File: src/rtl/wdt_pkg.sv
package wdt_pkg;
  localparam logic [1:0] ADDR_FRAC   = 2'd0;
  localparam logic [1:0] ADDR_SEC    = 2'd1;
  localparam logic [1:0] ADDR_STATUS = 2'd2;
  localparam logic [1:0] ADDR_CTRL   = 2'd3;

  typedef struct packed {
    logic load;
    logic dec;
  } wdtStrobe_t;
endpackage

File: src/rtl/wdt_datapath.sv
module wdt_datapath
  import wdt_pkg::*;
#(
  parameter int NDIG = 4
) (
  input  logic              clk,
  input  logic              rstN,
  input  wdtStrobe_t        strb,
  input  logic [4*NDIG-1:0] loadVal,
  output logic              lastTick
);
  localparam int CW = 4 * NDIG;

  logic [CW-1:0]   cnt;
  logic [CW-1:0]   decVal;
  logic [NDIG-1:0] borrow;

  assign borrow[0] = 1'b1;

  // BCD decrement, one digit per iteration, borrow rippling upward
  generate
    for (genvar g = 0; g < NDIG; g++) begin : g_digit
      logic [3:0] dIn;
      logic [3:0] dOut;
      assign dIn = cnt[4*g +: 4];
      always_comb begin
        if (!borrow[g])       dOut = dIn;
        else if (dIn == 4'd0) dOut = 4'd9;
        else                  dOut = dIn - 4'd1;
      end
      assign decVal[4*g +: 4] = dOut;
      if (g < NDIG - 1) begin : g_borrow
        assign borrow[g+1] = borrow[g] && (dIn == 4'd0);
      end
    end
  endgenerate

  assign lastTick = (cnt == CW'(1));

  always_ff @(posedge clk) begin
    if (!rstN)          cnt <= '0;
    else if (strb.load) cnt <= loadVal;
    else if (strb.dec)  cnt <= decVal;
  end
endmodule

File: src/rtl/wdt_control.sv
module wdt_control
  import wdt_pkg::*;
#(
  parameter int RST_CYCLES = 16
) (
  input  logic        clk,
  input  logic        rstN,
  input  logic        tick,
  input  logic [1:0]  addr,
  input  logic        wrEn,
  input  logic        rdEn,
  input  logic [7:0]  wrData,
  input  logic        lastTick,
  output wdtStrobe_t  strb,
  output logic [15:0] loadVal,
  output logic [7:0]  rdData,
  output logic        wdogRst,
  output logic        wdogIrq
);
  localparam int RW = $clog2(RST_CYCLES + 1);

  logic [7:0]    progFrac, progSec;
  logic          cfgEn, cfgSteer, expFlag;
  logic [RW-1:0] rstLeft;
  logic          wrFrac, wrSec, countWrite, running, expire;

  always_comb begin
    wrFrac     = wrEn && (addr == ADDR_FRAC);
    wrSec      = wrEn && (addr == ADDR_SEC);
    countWrite = wrFrac || wrSec;
    loadVal    = {wrSec ? wrData : progSec, wrFrac ? wrData : progFrac};
    running    = cfgEn && ({progSec, progFrac} != 16'd0);
    expire     = tick && running && lastTick && !countWrite;
    strb.load  = countWrite || !running || expire;
    strb.dec   = tick && running && !lastTick && !countWrite;
  end

  always_comb begin
    case (addr)
      ADDR_FRAC:   rdData = progFrac;
      ADDR_SEC:    rdData = progSec;
      ADDR_STATUS: rdData = {7'd0, expFlag};
      default:     rdData = {6'd0, cfgSteer, cfgEn};
    endcase
  end

  always_ff @(posedge clk) begin
    if (!rstN) begin
      progFrac <= '0;
      progSec  <= '0;
      cfgEn    <= 1'b0;
      cfgSteer <= 1'b0;
    end else begin
      if (wrFrac) progFrac <= wrData;
      if (wrSec)  progSec  <= wrData;
      if (wrEn && addr == ADDR_CTRL) begin
        cfgEn    <= wrData[0];
        cfgSteer <= wrData[1];
      end
    end
  end

  always_ff @(posedge clk) begin
    if (!rstN)                                expFlag <= 1'b0;
    else if (expire)                          expFlag <= 1'b1;
    else if (rdEn && addr == ADDR_STATUS)     expFlag <= 1'b0;
  end

  always_ff @(posedge clk) begin
    if (!rstN)                  rstLeft <= '0;
    else if (expire && cfgSteer) rstLeft <= RW'(RST_CYCLES);
    else if (rstLeft != '0)     rstLeft <= rstLeft - RW'(1);
  end

  assign wdogRst = (rstLeft != '0);
  assign wdogIrq = expFlag && !cfgSteer;
endmodule

File: src/rtl/bcd_watchdog.sv
module bcd_watchdog
  import wdt_pkg::*;
#(
  parameter int RST_CYCLES = 16
) (
  input  logic       clk,
  input  logic       rstN,
  input  logic       tick,
  input  logic [1:0] addr,
  input  logic       wrEn,
  input  logic       rdEn,
  input  logic [7:0] wrData,
  output logic [7:0] rdData,
  output logic       wdogRst,
  output logic       wdogIrq
);
  wdtStrobe_t  strb;
  logic [15:0] loadVal;
  logic        lastTick;

  wdt_control #(.RST_CYCLES(RST_CYCLES)) u_ctrl (
    .clk(clk), .rstN(rstN), .tick(tick), .addr(addr), .wrEn(wrEn),
    .rdEn(rdEn), .wrData(wrData), .lastTick(lastTick), .strb(strb),
    .loadVal(loadVal), .rdData(rdData), .wdogRst(wdogRst), .wdogIrq(wdogIrq)
  );

  wdt_datapath #(.NDIG(4)) u_dp (
    .clk(clk), .rstN(rstN), .strb(strb), .loadVal(loadVal), .lastTick(lastTick)
  );
endmodule

File: config.mk
export PLATFORM = sky130hd
export DESIGN_NAME = bcd_watchdog
export DESIGN_NICKNAME = d
export VERILOG_FILES = /design/src/rtl/wdt_pkg.sv /design/src/rtl/wdt_datapath.sv /design/src/rtl/wdt_control.sv /design/src/rtl/bcd_watchdog.sv
export SDC_FILE = /design/constraint.sdc
export NUM_CORES = 1
export LEC_CHECK = 0
export BUFFER_PORTS_ARGS = -buffer_cell sky130_fd_sc_hd__buf_2
export CORE_ASPECT_RATIO = 1.5
export CORE_MARGIN = 5
export CORE_UTILIZATION = 45
export CTS_CLUSTER_SIZE = 8
export DETAILED_ROUTE_END_ITERATION = 16
export PLACE_DENSITY = 0.75
export SLEW_MARGIN = 20
export SYNTH_ARGS = -nofsm -noshare
export SYNTH_HDL_FRONTEND = slang
export SYNTH_HIERARCHICAL = 1
export SYNTH_SLANG_ARGS = --single-unit
File: constraint.sdc
create_clock -name clk -period 7.4 [get_ports clk]
set_input_delay 1.85 -clock clk [delete_from_list [all_inputs] [get_ports clk]]
set_output_delay 1.85 -clock clk [all_outputs]
set_load 0.02 [all_outputs]
==> results of run 1 <==
cells in the final DEF, fill, tap and decap left out, drive strengths merged, types with 4 or more instances in the layout:
cell	n
a21oi	10
a31oi	4
and2	18
buf	24
clkbuf	5
dfxtp	40
inv	8
mux2	16
mux2i	12
nand2	5
nand2b	4
nand3	4
nand4	4
nor2	21
nor3	5
nor4	8
o21ai	18
or3	5
xnor2	6
cell families (layout without fill, tap and decap cells):
kind of cell	Yosys count	in the layout	synth area share
flops	40	40	0.377
fa+ha+maj	1	1	0.00589
xor+xnor	7	7	0.0289
mux	29	29	0.154
simple gates	88	88	0.278
compound gates	42	42	0.120
buf+inv	17	39	0.0365
state kept, by name, indices dropped and copies added (netlist names):
| signal | flops |
|---|---|
| u_ctrl/progFrac | 8 |
| u_ctrl/expFlag | 1 |
| u_ctrl/progSec | 8 |
| u_dp/cnt | 16 |
| u_ctrl/cfgSteer | 1 |
| u_ctrl/cfgEn | 1 |
| u_ctrl/rstLeft | 5 |
metrics by stage:
step	hold WS [ns]	area, um^2
2_1_floorplan	0.459	2120
3_3_place_gp	0.480	2280
3_5_place_dp	0.495	2280
4_1_cts	0.507	2400
5_1_grt	0.542	2400
6_report	0.497	2400
path summary, 6_finish.rpt:
path	from	to	slack, ns	cells past startpoint
max	addr[0]	rdData[0]	2.63	3
min reg2reg	u_dp/cnt[11]	u_dp/cnt[10]	0.50	2
max reg2reg	u_dp/cnt[7]	u_dp/cnt[6]	4.18	8
min	u_dp/cnt[11]	u_dp/cnt[10]	0.50	2
worst max-delay path, stage by stage:
cell	delay (ns)
buf_2	0.30
mux4_1	0.59
buf_2	0.17
cell type report:
| cell class | instances | area, um^2 |
|---|---|---|
| Fill cell | 411 | 2140 |
| Multi-Input combinational cell | 167 | 1240 |
| Sequential cell | 40 | 801 |
| Timing Repair Buffer | 24 | 120 |
| Tap cell | 64 | 80.1 |
| Clock buffer | 5 | 68.8 |
| Clock inverter | 2 | 60.1 |
| Inverter | 8 | 30.0 |
synthesized netlist by cell type, types with 2 or more instances:
master	instances	area share
dfxtp_1	40	0.38
nor4_2	5	0.029
nand4_1	3	0.0088
nor2b_1	3	0.0088
a31oi_1	4	0.012
nand2b_1	3	0.0088
mux2i_1	12	0.057
o211a_1	2	0.0094
inv_1	8	0.014
mux2_2	16	0.085
o21ai_0	17	0.040
nand3b_1	2	0.0071
nor2_1	20	0.035
clkbuf_1	5	0.0088
nor4_1	2	0.0059
nand2_1	5	0.0088
a21oi_1	10	0.024
or3_1	3	0.0088
nand3_1	4	0.0094
nor3_1	4	0.0094
and2_1	16	0.047
xnor2_1	6	0.025
buf_2	2	0.0047
and2_2	2	0.0071
metal layers:
metal	up-vias	routed length [um]
li1	847	-
met1	791	1830
met2	35	2350
met3	7	176
met4	0	85
met5	-	0
power breakdown:
group / internal (W) / total [W] / leakage, nW / switching [W]
registers: 0.000231 / 0.000245 / 0.326 / 0.0000137
logic: 0.0000532 / 0.000119 / 0.633 / 0.0000654
clock network: 0.000133 / 0.000206 / 0.0642 / 0.0000731
==> run summary, run 1 <==
CTS sink count -> 40
Setup TNS -> 0 ns
H-tree depth -> 2
Num ports -> 25
DP HPWL -> 3420 um
Outcome -> completed
Post-synthesis sequential area ratio -> 0.377
Final Hold Fails -> 0
Gr usage total -> 0.151
RSZ-0062 raised after global routing -> false
P_leak -> 1.02 nW
Max_cap viols -> 0
Finish-stage setup viols -> 0
Yosys Warn Count -> 6
Clk slew on worst S/H paths -> 0.07 ns
Slew headroom -> 0.607
Final setup margin -> 2.63 ns
Total gr overflow -> 0
Hold Buf Count CTS -> 0
Root buf cell -> clkbuf_8
GR Layer Usage met1 -> 0.162
# nets final -> 262
Pre-CTS WS -> 2.64 ns
DR pass1 iterations -> 4
Placed cells -> 303
Distinct cells, synth -> 54
Cts repair resizes -> 0
GR peak layer -> met2
CTS max path bufs -> 2
Peak Freq -> 210 MHz
Slew @ Worst Pin -> 0.585 ns
Routed vias/inst -> 5.42
Initial DRC Count -> 63
Fin crit share -> 0.644
PD cells -> 237 mW/mm^2
Starting Density -> 0.467
Antenna-violating nets left -> 0
Cell Count, Final, Fillers Out -> 310
Antenna violations before repair -> 0
GP Congestion -> 0.822
Minimum clock period -> 4.77 ns
Worst Hold Class -> flop to flop
Die span in x -> 66.1 um
Setup CP Type -> input pin to output port
Largest net degree at the start of global routing -> 35
CTS Buf Count -> 5
Worst-Skew Late Latency -> 0.29 ns
DRC viols -> 0
Core Box Area -> 0.00454 mm^2
Met3 Track Usage GR -> 0.0263
Number of synthesized flops with an enable pin -> 0
CP arrival -> 2.92 ns
Main synth FF type -> dfxtp_1
Final WL -> 4440 um
Post-Syn Instances -> 224
Synthesis-stage register bit count -> 40
M2 GR Usage -> 0.280
Port buffer count -> 24
Final Util -> 0.529
Site row count -> 30
Routed wire length per instance -> 14.3 um
Vias -> 1680
Share of cells above drive strength 1 -> 0.280
Number of global-route vias before repair -> 1589
Async set-reset flop share out of synthesis -> 0
First-pass GRT wire length -> 7260 um
Critical Path End Type -> output port
Critical path startpoint category -> input pin
Synthesized Nets -> 240
Total power -> 0.000569 W
Cell Area, Synth -> 0.00212 mm^2
Die area -> 0.00622 mm^2
Max-slew violation count -> 0
Avg Cell Area, Syn -> 9.48 um^2
Critical-path maximum fanout -> 13
Worst Path Required -> 5.55 ns
Die height -> 94.1 um
Layout area overhead -> 13.3%
CTS tree -> yes
Ant diodes -> 0
Clk_skew -> 0.00735 ns
# Post-CTS Setup Buffers -> 0
Worst vdd ir -> 0.0746 mV
Note: power is estimated with default switching activity, not from simulation.
==> run 2: changes to the inputs <==
==> constraint.sdc (replaced) <==
create_clock -name clk -period 4.4 [get_ports clk]
set_input_delay 1.1 -clock clk [delete_from_list [all_inputs] [get_ports clk]]
set_output_delay 1.1 -clock clk [all_outputs]
set_load 0.02 [all_outputs]
==> run 2 against run 1 <==
- clock power grew 68%
- via count grew 0.77%
- combinational power grew 67%
- final area is the same
- cell count is the same
- sequential share of layout area is the same
- critical path depth is the same
==> run summary, run 2 (synthesis results as in run 1) <==
Outcome -> completed (unchanged)
Critical path startpoint category -> input pin (unchanged)
Site row count -> 30 (unchanged)
Final WL -> 4540 um (was 4440 um)
Clk slew on worst S/H paths -> 0.07 ns (about the same)
CTS sink count -> 40 (unchanged)
Finish-stage setup viols -> 0 (unchanged)
Comb pwr share -> 0.208 (about the same)
Sequential Power Share -> 0.430 (about the same)
Worst-path cell chain -> buf_2, mux4_1, buf_2 (unchanged)
Total gr overflow -> 0 (unchanged)
CP dominant cell by count -> buf_2 (unchanged)
Ant diodes -> 0 (unchanged)
# nets final -> 262 (unchanged)
Die area -> 0.00622 mm^2 (unchanged)
Die span in x -> 66.1 um (unchanged)
Worst vdd ir -> 0.130 mV (was 0.0746 mV)
Clock power share -> 0.362 (about the same)
DP HPWL -> 3410 um (was 3420 um)
Slew @ Worst Pin -> 0.593 ns (was 0.585 ns)
Register with the most flip-flops -> u_dp/cnt (unchanged)
H-tree depth -> 2 (unchanged)
Most frequent cells in the layout -> dfxtp_1, buf_2, nor2_1, o21ai_0 (unchanged)
Vias -> 1693 (was 1680)
Worst Hold Class -> flop to flop (unchanged)
CTS tree -> yes (unchanged)
Routed wire length per instance -> 14.6 um (was 14.3 um)
Internal power -> 0.000701 W (was 0.000417 W)
Clk_skew -> 0.00465 ns (was 0.00735 ns)
Final hold slack -> 0.497 ns (about the same)
Layout area overhead -> 13.3% (unchanged)
Antenna violations before repair -> 0 (unchanged)
Final Util -> 0.529 (unchanged)
Commonest non-fill, non-tap cell in the layout -> dfxtp_1 (unchanged)
Largest net degree at the start of global routing -> 35 (unchanged)
Worst Path Required -> 3.30 ns (was 5.55 ns)
PD cells -> 398 mW/mm^2 (was 237 mW/mm^2)
Critical path's top delay family -> multiplexers (unchanged)
Number of global-route vias before repair -> 1641 (was 1589)
Die height -> 94.1 um (unchanged)
RSZ-0062 raised after global routing -> false (unchanged)
Root buf cell -> clkbuf_8 (unchanged)
Max reg flops -> 16 (unchanged)
Crit path largest cell delay -> 0.60 ns (was 0.59 ns)
Switching pwr -> 0.000256 W (was 0.000152 W)
Num ports -> 25 (unchanged)
Max-slew violation count -> 0 (unchanged)
Cts repair resizes -> 0 (unchanged)
Regs by FF count -> u_dp/cnt: 16 flops, u_ctrl/progFrac: 8 flops, u_ctrl/progSec: 8 flops (unchanged)
Setup TNS -> 0 ns (unchanged)
Share of cells above drive strength 1 -> 0.280 (unchanged)
Worst-Skew Late Latency -> 0.29 ns (about the same)
Worst Path Buf+Inv -> 2 (unchanged)
Routed vias/inst -> 5.46 (was 5.42)
Port buffer count -> 24 (unchanged)
First-pass GRT wire length -> 7660 um (was 7260 um)
# Post-CTS Setup Buffers -> 0 (unchanged)
CP arrival -> 2.17 ns (was 2.92 ns)
DRC viols -> 0 (unchanged)
Fin crit share -> 0.743
Starting Density -> 0.467 (unchanged)
CTS Buf Count -> 5 (unchanged)
Slowest CP cell -> mux4_1 (unchanged)
Peak Freq -> 306 MHz
P_leak -> 1.02 nW (unchanged)
Critical Path End Type -> output port (unchanged)
Core Box Area -> 0.00454 mm^2 (unchanged)
Gr usage total -> 0.160 (was 0.151)
Setup CP Type -> input pin to output port (unchanged)
Slew headroom -> 0.605 (was 0.607)
Hold Buf Count CTS -> 0 (unchanged)
GP Congestion -> 0.848 (was 0.822)
Max_cap viols -> 0 (unchanged)
Final Hold Fails -> 0 (unchanged)
Switching share of total power -> 0.268 (was 0.267)
Initial DRC Count -> 90 (was 63)
Antenna-violating nets left -> 0 (unchanged)
Critical-path maximum fanout -> 13 (unchanged)
DR pass1 iterations -> 4 (unchanged)
CTS max path bufs -> 2 (unchanged)
Minimum clock period -> 3.27 ns
==> run 2: cell counts in the layout (fill, tap and decap cells not counted) <==
No cell type changed its count.
==> run 2: final timing paths <==
path | end | from | cells past startpoint | slack [ns]
worst max-delay path | rdData[0] | addr[0] | 3 | 1.13
worst min-delay path | u_ctrl/rstLeft[4] | u_ctrl/rstLeft[4] | 2 | 0.50
worst max register to register | u_dp/cnt[2] | u_dp/cnt[7] | 8 | 1.20
worst min register to register | u_ctrl/rstLeft[4] | u_ctrl/rstLeft[4] | 2 | 0.50
==> run 2: worst reg2reg max path, stage by stage (launching register included) <==
cell	delay [ns]
dfxtp_1	0.37
or3_1	0.51
nor3_1	0.51
and3_1	0.26
and2_2	0.18
nand3b_1	0.40
inv_1	0.43
o21ai_0	0.26
o21ba_2	0.18
==> run 2: routing by layer <==
metal | up-vias | wire, um | part of all wire | track usage
met5 | - | 0 | 0 | 0
met4 | 0 | 158 | 0.035 | 0.0898
li1 | 847 | - | - | -
met3 | 10 | 137 | 0.030 | 0.0323
met1 | 807 | 1910 | 0.42 | 0.174
met2 | 29 | 2340 | 0.51 | 0.282
==> run 2: layout make-up <==
cell class | count | area, um^2
fill | 407 | 2140
clock inverter | 2 | 60.1
clock buffer | 5 | 68.8
tap | 64 | 80.1
multi-input combinational | 167 | 1240
timing repair buffer | 24 | 120
sequential | 40 | 801
inverter | 8 | 30.0
==> run 2: metrics by stage <==
stage	area [um^2]	power (W)	setup WS (ns)	instances
2_1_floorplan	2120	0.000576	1.41	224
3_3_place_gp	2280	0.000613	1.12	303
3_5_place_dp	2280	0.000620	1.08	303
4_1_cts	2400	0.000967	1.13	310
5_1_grt	2400	0.00101	0.902	310
6_report	2400	0.000958	1.13	310
==> run 2: power groups by stage <==
stage          registers [W]  logic, W  clock network, W
3_5_place_dp        0.000420  0.000199                 0
3_3_place_gp        0.000419  0.000195                 0
6_report            0.000412  0.000199          0.000347
5_1_grt             0.000416  0.000226          0.000370
4_1_cts             0.000412  0.000201          0.000355
2_1_floorplan       0.000414  0.000161                 0
==> run 3: changes to the inputs <==
==> constraint.sdc (replaced) <==
create_clock -name clk -period 3.3 [get_ports clk]
set_input_delay 0.825 -clock clk [delete_from_list [all_inputs] [get_ports clk]]
set_output_delay 0.825 -clock clk [all_outputs]
set_load 0.02 [all_outputs]
==> run 3 against run 2 <==
- critical path depth grew 6
- routed wire length grew 0.68%
- combinational power grew 38%
- count of clock-buffer cells in the layout is the same
- clock power grew 34%
- sequential cell count is the same
- worst hold slack lost 0.0074 ns
- global-route usage shrank 0.13 points
- via count grew 1.7%
- critical endpoint is now u_dp/cnt[5]
- largest cell class unchanged
==> run summary, run 3 (synthesis results as in run 1) <==
Outcome -> completed (unchanged)
Worst Path Required -> 3.51 ns (was 3.30 ns)
Regs by FF count -> u_dp/cnt: 16 flops, u_ctrl/progFrac: 8 flops, u_ctrl/progSec: 8 flops (unchanged)
Highest Signal Layer -> met4 (unchanged)
Wire length on met2 -> 2350 um (was 2340 um)
Routed length on met1 -> 1880 um (was 1910 um)
Initial DRC Count -> 163 (was 90)
Ant diodes -> 0 (unchanged)
RSZ-0062 raised after global routing -> false (unchanged)
CTS tree -> yes (unchanged)
Antenna-violating nets left -> 0 (unchanged)
CTS sink count -> 40 (unchanged)
Critical path startpoint category -> flop (was input pin)
Largest net degree at the start of global routing -> 35 (unchanged)
Port buffer count -> 24 (unchanged)
CP arrival -> 3.08 ns (was 2.17 ns)
Worst-Skew Late Latency -> 0.29 ns (about the same)
Slew headroom -> 0.618 (was 0.605)
Worst vdd ir -> 0.212 mV (was 0.130 mV)
Commonest non-fill, non-tap cell in the layout -> dfxtp_1 (unchanged)
Critical-path maximum fanout -> 12 (was 13)
DR pass1 iterations -> 4 (unchanged)
GP Congestion -> 0.867 (was 0.848)
Die span in x -> 66.1 um (unchanged)
# nets final -> 264 (was 262)
Starting Density -> 0.467 (unchanged)
Hold Buf Count CTS -> 0 (unchanged)
Routed vias/inst -> 5.52 (was 5.46)
Core Box Area -> 0.00454 mm^2 (unchanged)
DRC viols -> 0 (unchanged)
Num ports -> 25 (unchanged)
Max_cap viols -> 0 (unchanged)
Slew @ Worst Pin -> 0.572 ns (was 0.593 ns)
Pre-CTS WS -> 0.205 ns (was 1.08 ns)
First-pass GRT wire length -> 7590 um (was 7660 um)
Clk_skew -> 0.00940 ns (was 0.00465 ns)
Final WL -> 4570 um (was 4540 um)
CTS max path bufs -> 2 (unchanged)
WL met3 -> 161 um (was 137 um)
Vias -> 1722 (was 1693)
Root buf cell -> clkbuf_8 (unchanged)
Total gr overflow -> 0 (unchanged)
Minimum clock period -> 2.87 ns
Antenna violations before repair -> 0 (unchanged)
Site row count -> 30 (unchanged)
Die area -> 0.00622 mm^2 (unchanged)
Setup CP Type -> flop to flop (was input pin to output port)
# Post-CTS Setup Buffers -> 0 (unchanged)
Max reg flops -> 16 (unchanged)
Number of global-route vias before repair -> 1681 (was 1641)
Die height -> 94.1 um (unchanged)
Peak Freq -> 348 MHz
Setup TNS -> 0 ns (unchanged)
P_leak -> 1.03 nW (was 1.02 nW)
H-tree depth -> 2 (unchanged)
Register with the most flip-flops -> u_dp/cnt (unchanged)
Fin crit share -> 0.870
Max-slew violation count -> 0 (unchanged)
Finish-stage setup viols -> 0 (unchanged)
Critical Path End Type -> flop (was output port)
Layout area overhead -> 14.0% (was 13.3%)
Clk slew on worst S/H paths -> 0.08 ns (was 0.07 ns)
Most frequent cells in the layout -> dfxtp_1, buf_2, nor2_1, o21ai_0 (unchanged)
Final Util -> 0.533 (was 0.529)
Final Hold Fails -> 0 (unchanged)
Routed wire length per instance -> 14.7 um (was 14.6 um)
Worst Hold Class -> flop to flop (unchanged)
DP HPWL -> 3460 um (was 3410 um)
Final setup margin -> 0.430 ns (was 1.13 ns)
PD cells -> 533 mW/mm^2 (was 398 mW/mm^2)
Cts repair resizes -> 0 (unchanged)
Gr usage total -> 0.159 (was 0.160)
Share of cells above drive strength 1 -> 0.286 (was 0.280)
Total power -> 0.00129 W (was 0.000958 W)
CTS Buf Count -> 5 (unchanged)
run 3: cell count changes in the layout (fill, tap and decap cells not counted):
cell | before | now
buf_4 | 0 | 2
run 3: path summary, 6_finish.rpt:
kind                     startpoint                 to  slack (ns)  depth (start not counted)
hold / removal    u_ctrl/rstLeft[4]  u_ctrl/rstLeft[4]        0.49                          2
setup / recovery        u_dp/cnt[7]        u_dp/cnt[5]        0.43                          9
hold reg to reg   u_ctrl/rstLeft[4]  u_ctrl/rstLeft[4]        0.49                          2
setup reg to reg        u_dp/cnt[7]        u_dp/cnt[5]        0.43                          9
run 3: per-layer routing:
layer  vias up  track usage
met5         -            0
met4         0       0.0932
met3        13       0.0299
met2        44        0.279
met1       814        0.172
li1        851            -
run 3: layout make-up:
type	count	area, um^2
multi-input combinational	167	1240
timing repair buffer	26	135
inverter	8	30.0
tap	64	80.1
sequential	40	801
fill	430	2120
clock inverter	2	60.1
clock buffer	5	68.8
run 3: report_power, final:
group,internal (W),leakage [nW],switching (W)
registers,0.000518,0.326,0.0000309
clock network,0.000298,0.0642,0.000168
logic,0.000123,0.641,0.000151
run 3: worst max-delay path, cell delays in order (launching register included):
cell and delay, ns:
dfxtp_1 0.42, or3_1 0.28, nor3_1 0.11, buf_4 0.16, and3_1 0.17, and4b_2 0.29
or4b_4 0.57, or3_2 0.48, mux2i_1 0.14, o21ai_0 0.18
run 3: per-stage QoR:
step                hold WS, ns  cell area [um^2]  cells
floorplan                 0.459              2120    224
global placement          0.483              2290    305
detailed placement        0.485              2290    305
CTS                       0.497              2420    312
global route              0.520              2420    312
finish                    0.490              2420    312
